--- src/rtl/alu_flag_pkg.sv ---
package alu_flag_pkg;

  localparam int FLAG_W   = 16;
  localparam int NUM_CTL  = 3;
  localparam int NIBBLE_W = 4;

  // fixed layout decoded by neighbours
  localparam int POS_CARRY  = 0;
  localparam int POS_PARITY = 2;
  localparam int POS_AUX    = 4;
  localparam int POS_ZERO   = 6;
  localparam int POS_SIGN   = 7;
  localparam int POS_TRAP   = 8;
  localparam int POS_INT    = 9;
  localparam int POS_DIR    = 10;
  localparam int POS_OVF    = 11;

  localparam int CTL_TRAP = 0;
  localparam int CTL_INT  = 1;
  localparam int CTL_DIR  = 2;

  typedef enum logic [1:0] {
    OP_ADD   = 2'b00,
    OP_SUB   = 2'b01,
    OP_LOGIC = 2'b10,
    OP_SHIFT = 2'b11
  } opClass_e;

  typedef struct packed {
    logic                 updStatus;
    logic                 isSub;
    logic                 isLogic;
    logic                 isShift;
    logic                 byteSel;
    logic [NUM_CTL-1:0]   ctlWr;
    logic [NUM_CTL-1:0]   ctlVal;
  } flagStrobe_t;

  function automatic int ctlPos(input int idx);
    case (idx)
      CTL_TRAP: ctlPos = POS_TRAP;
      CTL_INT:  ctlPos = POS_INT;
      default:  ctlPos = POS_DIR;
    endcase
  endfunction

endpackage

--- src/rtl/alu_flag_ctrl.sv ---
module alu_flag_ctrl
  import alu_flag_pkg::*;
(
  input  logic               opValid,
  input  logic [1:0]         opClass,
  input  logic               byteMode,
  input  logic [NUM_CTL-1:0] ctlWrEn,
  input  logic [NUM_CTL-1:0] ctlWrData,
  output flagStrobe_t        strobe
);

  opClass_e cls;
  assign cls = opClass_e'(opClass);

  always_comb begin
    strobe           = '0;
    strobe.updStatus = opValid;
    strobe.byteSel   = byteMode;
    unique case (cls)
      OP_SUB:   strobe.isSub   = 1'b1;
      OP_LOGIC: strobe.isLogic = 1'b1;
      OP_SHIFT: strobe.isShift = 1'b1;
      default:  ;
    endcase
    strobe.ctlWr  = ctlWrEn;
    strobe.ctlVal = ctlWrData;
  end

endmodule

--- src/rtl/alu_flag_dp.sv ---
module alu_flag_dp
  import alu_flag_pkg::*;
#(
  parameter int DATA_W = 16,
  parameter int BYTE_W = 8
) (
  input  logic              clk,
  input  logic              rstN,
  input  flagStrobe_t       strobe,
  input  logic [DATA_W-1:0] operandA,
  input  logic [DATA_W-1:0] operandB,
  input  logic [DATA_W-1:0] result,
  input  logic              carryOut,
  output logic [FLAG_W-1:0] flagWord
);

  localparam int WORD_MSB = DATA_W - 1;
  localparam int BYTE_MSB = BYTE_W - 1;

  // only a few operand bits matter; the rest are named to mark them as unused
  logic unusedOperandBits;
  assign unusedOperandBits = ^{operandA, operandB};

  logic signA, signB, signR;
  logic zeroNext, parityNext, auxNext, ovfArith, carryNext, ovfNext, auxSel;

  always_comb begin
    signA = strobe.byteSel ? operandA[BYTE_MSB] : operandA[WORD_MSB];
    signB = strobe.byteSel ? operandB[BYTE_MSB] : operandB[WORD_MSB];
    signR = strobe.byteSel ? result[BYTE_MSB]   : result[WORD_MSB];
  end

  assign zeroNext   = strobe.byteSel ? (result[BYTE_MSB:0] == '0) : (result == '0);
  assign parityNext = ~^result[BYTE_MSB:0];
  assign auxNext    = operandA[NIBBLE_W] ^ operandB[NIBBLE_W] ^ result[NIBBLE_W];

  // add: like signs in, other sign out; sub: unlike signs in, minuend sign lost
  assign ovfArith = strobe.isSub ? ((signA != signB) && (signR != signA))
                                 : ((signA == signB) && (signR != signA));

  logic carryQ, parityQ, auxQ, zeroQ, signQ, ovfQ;

  always_comb begin
    carryNext = carryOut;
    ovfNext   = ovfArith;
    auxSel    = auxNext;
    if (strobe.isLogic) begin
      carryNext = 1'b0;
      ovfNext   = 1'b0;
      auxSel    = 1'b0;
    end else if (strobe.isShift) begin
      ovfNext   = ovfQ;
      auxSel    = auxQ;
    end
  end

  always_ff @(posedge clk or negedge rstN) begin
    if (!rstN) begin
      carryQ  <= 1'b0;
      parityQ <= 1'b0;
      auxQ    <= 1'b0;
      zeroQ   <= 1'b0;
      signQ   <= 1'b0;
      ovfQ    <= 1'b0;
    end else if (strobe.updStatus) begin
      carryQ  <= carryNext;
      parityQ <= parityNext;
      auxQ    <= auxSel;
      zeroQ   <= zeroNext;
      signQ   <= signR;
      ovfQ    <= ovfNext;
    end
  end

  logic [NUM_CTL-1:0] ctlQ;

  for (genvar gi = 0; gi < NUM_CTL; gi++) begin : g_ctl
    always_ff @(posedge clk or negedge rstN) begin
      if (!rstN)
        ctlQ[gi] <= 1'b0;
      else if (strobe.ctlWr[gi])
        ctlQ[gi] <= strobe.ctlVal[gi];
    end
  end

  always_comb begin
    flagWord             = '0;
    flagWord[POS_CARRY]  = carryQ;
    flagWord[POS_PARITY] = parityQ;
    flagWord[POS_AUX]    = auxQ;
    flagWord[POS_ZERO]   = zeroQ;
    flagWord[POS_SIGN]   = signQ;
    flagWord[POS_OVF]    = ovfQ;
    for (int i = 0; i < NUM_CTL; i++)
      flagWord[ctlPos(i)] = ctlQ[i];
  end

endmodule

--- src/rtl/alu_flag_reg.sv ---
module alu_flag_reg
  import alu_flag_pkg::*;
#(
  parameter int DATA_W = 16,
  parameter int BYTE_W = 8
) (
  input  logic              clk,
  input  logic              rstN,
  input  logic              opValid,
  input  logic [1:0]        opClass,
  input  logic              byteMode,
  input  logic [DATA_W-1:0] operandA,
  input  logic [DATA_W-1:0] operandB,
  input  logic [DATA_W-1:0] result,
  input  logic              carryOut,
  input  logic [2:0]        ctlWrEn,
  input  logic [2:0]        ctlWrData,
  output logic [15:0]       flagWord,
  output logic              carryFlag,
  output logic              parityFlag,
  output logic              auxFlag,
  output logic              zeroFlag,
  output logic              signFlag,
  output logic              trapFlag,
  output logic              intFlag,
  output logic              dirFlag,
  output logic              ovfFlag
);

  flagStrobe_t strobe;

  alu_flag_ctrl u_ctrl (
    .opValid   (opValid),
    .opClass   (opClass),
    .byteMode  (byteMode),
    .ctlWrEn   (ctlWrEn),
    .ctlWrData (ctlWrData),
    .strobe    (strobe)
  );

  alu_flag_dp #(.DATA_W(DATA_W), .BYTE_W(BYTE_W)) u_dp (
    .clk      (clk),
    .rstN     (rstN),
    .strobe   (strobe),
    .operandA (operandA),
    .operandB (operandB),
    .result   (result),
    .carryOut (carryOut),
    .flagWord (flagWord)
  );

  assign carryFlag  = flagWord[POS_CARRY];
  assign parityFlag = flagWord[POS_PARITY];
  assign auxFlag    = flagWord[POS_AUX];
  assign zeroFlag   = flagWord[POS_ZERO];
  assign signFlag   = flagWord[POS_SIGN];
  assign trapFlag   = flagWord[POS_TRAP];
  assign intFlag    = flagWord[POS_INT];
  assign dirFlag    = flagWord[POS_DIR];
  assign ovfFlag    = flagWord[POS_OVF];

endmodule

--- config.mk ---
export PLATFORM = sky130hd
export DESIGN_NAME = alu_flag_reg
export DESIGN_NICKNAME = d
export VERILOG_FILES = /design/src/rtl/alu_flag_pkg.sv /design/src/rtl/alu_flag_ctrl.sv /design/src/rtl/alu_flag_dp.sv /design/src/rtl/alu_flag_reg.sv
export SDC_FILE = /design/constraint.sdc
export NUM_CORES = 1
export LEC_CHECK = 0
export BUFFER_PORTS_ARGS = -buffer_cell sky130_fd_sc_hd__buf_2
export CAP_MARGIN = 10
export CORE_ASPECT_RATIO = 0.7
export CORE_MARGIN = 2
export CORE_UTILIZATION = 32
export CTS_CLUSTER_DIAMETER = 100
export CTS_CLUSTER_SIZE = 20
export DETAILED_ROUTE_END_ITERATION = 7
export GPL_ROUTABILITY_DRIVEN = 0
export GPL_TIMING_DRIVEN = 0
export PLACE_DENSITY = 0.8
export SLEW_MARGIN = 20
export SYNTH_ARGS = -nofsm -noshare
export SYNTH_HDL_FRONTEND = slang
export SYNTH_SLANG_ARGS = --single-unit
--- constraint.sdc ---
create_clock -name clk -period 1 [get_ports clk]
set_input_delay 0.2 -clock clk [delete_from_list [all_inputs] [get_ports clk]]
set_output_delay 0.2 -clock clk [all_outputs]
set_load 0.05 [all_outputs]
=== After elaboration in Yosys (flattened, before gate mapping) ===
Index checks and enable logic that the tools add are counted.

* Eq/ne operators: 7
* Reductions and logical operators: 6
* Muxes and demuxes: 13
* Bitwise operators: 2

{| class="wikitable"
|+ Operators by type and width
! kind !! number
|-
| 16-bit logical NOT || 1
|-
| 1-bit 2-to-1 mux || 13
|-
| 8-bit logical NOT || 1
|-
| 8-bit XNOR reduction || 1
|-
| 2-bit equality test (second input constant) || 2
|-
| 2-bit by 1-bit equality test with 1-bit output (second input constant) || 1
|-
| 1-bit logical AND || 2
|-
| 1-bit inequality test || 2
|-
| 2-bit by 1-bit inequality test with 1-bit output (second input constant) || 1
|-
| 2-bit AND reduction || 1
|-
| 1-bit bitwise XOR || 2
|-
| 1-bit equality test || 1
|}

* Output and inout bits: 25
* Register bits: 9

=== Logic depth before layout (Yosys ltp) ===
* Word-level depth: 6
* Depth in mapped cells: 5
* Depth with buffers taken out: 5

=== By module ===
A second synthesis with hierarchy kept.

* Cell total of the unflattened synthesis: 87
* Area total of the unflattened synthesis: 803.3 um2

{| class="wikitable"
|+ By module, submodules not included
! module !! times used !! cells each !! area an instance (um2)
|-
| alu_flag_dp || 1 || 67 || 653.1
|-
| alu_flag_ctrl || 1 || 11 || 82.6
|-
| alu_flag_reg || 1 || 9 || 67.6
|}

=== Worst setup path before layout ===
Ideal clock, no wire load.

* Path type: input to register
* From: input result[4]
* To: register u_dp.parityQ
* Data arrival time: 1.066 ns
* Setup slack: -0.191 ns
* Cell stages on the path: 5
* Required time: 0.875 ns
* Cell sequence: clkinv_1 -> ha_1 -> xnor2_1 -> xnor2_1 -> mux2_2

* Cells in the longest elaborated chain, start to end: 1

{| class="wikitable"
|+ RTL lines
! what !! RTL line !! source
|-
| start, declared || alu_flag_reg.sv:14 || <nowiki>input logic [DATA_W-1:0] result,</nowiki>
|-
| 8-bit XNOR reduction || alu_flag_dp.sv:34 || <nowiki>assign parityNext = ~^result[BYTE_MSB:0];</nowiki>
|-
| end signal, assigned || alu_flag_dp.sv:67 || <nowiki>parityQ <= parityNext;</nowiki>
|-
| end, declared || alu_flag_dp.sv:41 || <nowiki>logic carryQ, parityQ, auxQ, zeroQ, signQ, ovfQ;</nowiki>
|}

No other way between the ends.
A chain may end at the register's enable or synchronous reset.

=== Worst setup path after layout ===
* From: register u_dp.signQ
* To: output flagWord[7]

{| class="wikitable"
|+ RTL lines
! what !! RTL line !! source
|-
| start, declared || alu_flag_dp.sv:41 ||
|-
| start signal, assigned || alu_flag_dp.sv:70 || <nowiki>signQ <= signR;</nowiki>
|-
| end, declared || alu_flag_reg.sv:18 || <nowiki>output logic [15:0] flagWord,</nowiki>
|}

No word-level cell between the ends.

==> results.ini <==
[finish]
diodes=0
fill_cells=188
final_common_cell=buf_2
final_cell_area_um2=1280
fin_nets=203
ff_latch_area_um2=236
synthToLayoutAreaGrowth_pct=84.8
final_cells=161
drive_gt1_share_pct=67.9
multi_input_area_um2=388
final_cell_mix=buf_2, buf_6, buf_4

[worst_setup_path]
crit_required_ps=800
path_max_fanout=3
end_kind=primary output
arrival_ps=940
worst_setup_path_start_kind=flip-flop
crit_type=flip-flop to primary output

[timing]
fin_crit_sh_pct=114
hold_viol_final=0
setup_viol=18
drv_slew=0
skew_ps=0
max_freq_mhz=875
fin_ws_ps=-143
finalCriticalPeriod_ps=1140
rsz0062_at_grt=yes

[placed_design]
dpl.hpwl_um=1380
placed_area_um2=1070
placedCellCount=156
portBuffers=51

[clocking]
cts_max_level=1
cts_tree=yes
insertion_delay_ps=250
clock-root-buffer=clkbuf_4
cts_sinks=9
clk_path_buf_depth=2
cts_buffers=3
clk_pin_slew_ps=60

[run_status]
status=complete, but fails checks
failed_checks=setup timing

[route]
drtIter0Drc=21
drt_wl_total_um=1730
wl_per_cell_um=10.7
via_count=689
drt_pre_antenna_iters=4
antenna_left=0
drcViolationCount=0
vias_per_cell=4.28

[logic_synthesis]
synth_area_per_cell_um2=9.23
ys_seq_area_share_pct=32.5
synth_area_leader_cell=dfrtp_1
synth_area_leaders=dfrtp_1, buf_4, xnor2_1
synth_area_um2=692
yosysTopAreaCellShare_pct=32.5
synth_warnings=0
postSynthCellCount=75
synth-seq-cells=9
synth.distinct_cells=21

[global_routing]
grt_pass1_vias=732
grt_pass1_wl_um=2830
grtUsageTotal_pct=14.7
use_met3_pct=4.88
antenna_found_initial=0
overflow=0
top_usage_layer=met2
grtUsageMet1_pct=15.6
grt_start_max_net_pins=10
use_met2_pct=27.9

[floorplanning]
die_x_um=59.6
ioPinCount=86
floorplan.initialDensity_pct=32.9
rows=14
core_um2=2100
die-height_um=42.9
dieArea_um2=2560

[pwr]
ir_worst_vdd_v=0.00125
p_leak_nw=0.657
powerDensity_nw_per_um2=1440

[job]
max_cap_violations=0

[min_path]
worstHoldPathType=primary input to flip-flop

[layout make-up]
cell class	instances	share of cell area, %
timing repair buffer	52	31.3
multi-input combinational	45	30.3
sequential	9	18.5
buffer	17	12.4
inverter	10	3.03
tap	24	2.35
clock buffer	4	2.05
[cells in the mapped netlist, drive strengths merged]
library cell and instances:
nand4 1, mux2i 2, o211ai 1, inv 9, ha 4, nor2 2, mux2 6, a21oi 2
buf 17, o21ai 2, nand2b 2, xnor2 6, o311ai 1, nand2 6, conb 1, dfrtp 9
nor3 1, clkinv 1, nor4 2
[power breakdown]
group | switching (mW) | internal [mW] | total (mW)
clock network | 0.123 | 0.154 | 0.276
registers | 0.0544 | 0.424 | 0.478
logic | 0.606 | 0.486 | 1.09
total | 0.784 | 1.06 | 1.85
[critical path, stage by stage, from the launching register on]
cell and delay (ps):
dfrtp_2 420, buf_6 120, buf_8 140
[per-stage QoR]
stage          worst slack [ps]  hold slack (ps)  power (mW)  utilization (%)  TNS [ps]
2_1_floorplan             -92.4            -95.6        1.14                -     -92.4
3_3_place_gp               -229             61.6        1.33             50.7      -333
3_5_place_dp               -249             71.1        1.35             50.7      -410
4_1_cts                    -145              159        1.83             60.0     -1870
5_1_grt                    -176              151        1.95             60.8     -2290
6_report                   -143              160        1.85             60.8     -1670
[routing by layer]
layer  wire length, µm  up-vias  part of all wire (%)
met5                 0        -                     0
met4                 0        0                     0
met3               134        0                   7.8
met2               949       32                    55
met1               644      314                    37
li1                  -      343                     -
[worst paths after layout]
path | start | slack, ps | cells past startpoint | end
min in group asynchronous | rstN | 320 | 2 | u_dp.flagWord[8]
setup / recovery | u_dp.signQ | -140 | 2 | flagWord[7]
hold reg to reg | u_dp.auxQ | 540 | 2 | u_dp.auxQ
hold / removal | ctlWrData[2] | 160 | 2 | u_dp.flagWord[10]
setup reg to reg | u_dp.flagWord[9] | 170 | 1 | u_dp.flagWord[9]
max in group asynchronous | rstN | 480 | 2 | u_dp.carryQ
[sequential cells by signal (all words and copies together) (netlist names)]
signal and cells:
u_dp.flagWord 3, u_dp.signQ 1, u_dp.parityQ 1, u_dp.ovfQ 1, u_dp.zeroQ 1, u_dp.auxQ 1, u_dp.carryQ 1
[what timing repair did]
item,in CTS,in global routing
hold endpoints to repair,9,0
gates resized for setup,48,5
hold buffers,1,0
endpoints found under the setup margin,18,19
buffers inserted,0,0
[kinds of logic after synthesis]
logic type	Yosys count	share of synthesized area, %
AND/OR/NAND/NOR	14	9.58
XOR/XNOR	6	7.59
other	1	0.542
flip-flops	9	32.6
buffers and inverters	27	23.5
multiplexers	8	12.7
AO/OA/AOI/OAI	6	6.33
adder cells (fa/ha/maj)	4	7.23
Note: power is estimated with default switching activity, not from simulation.
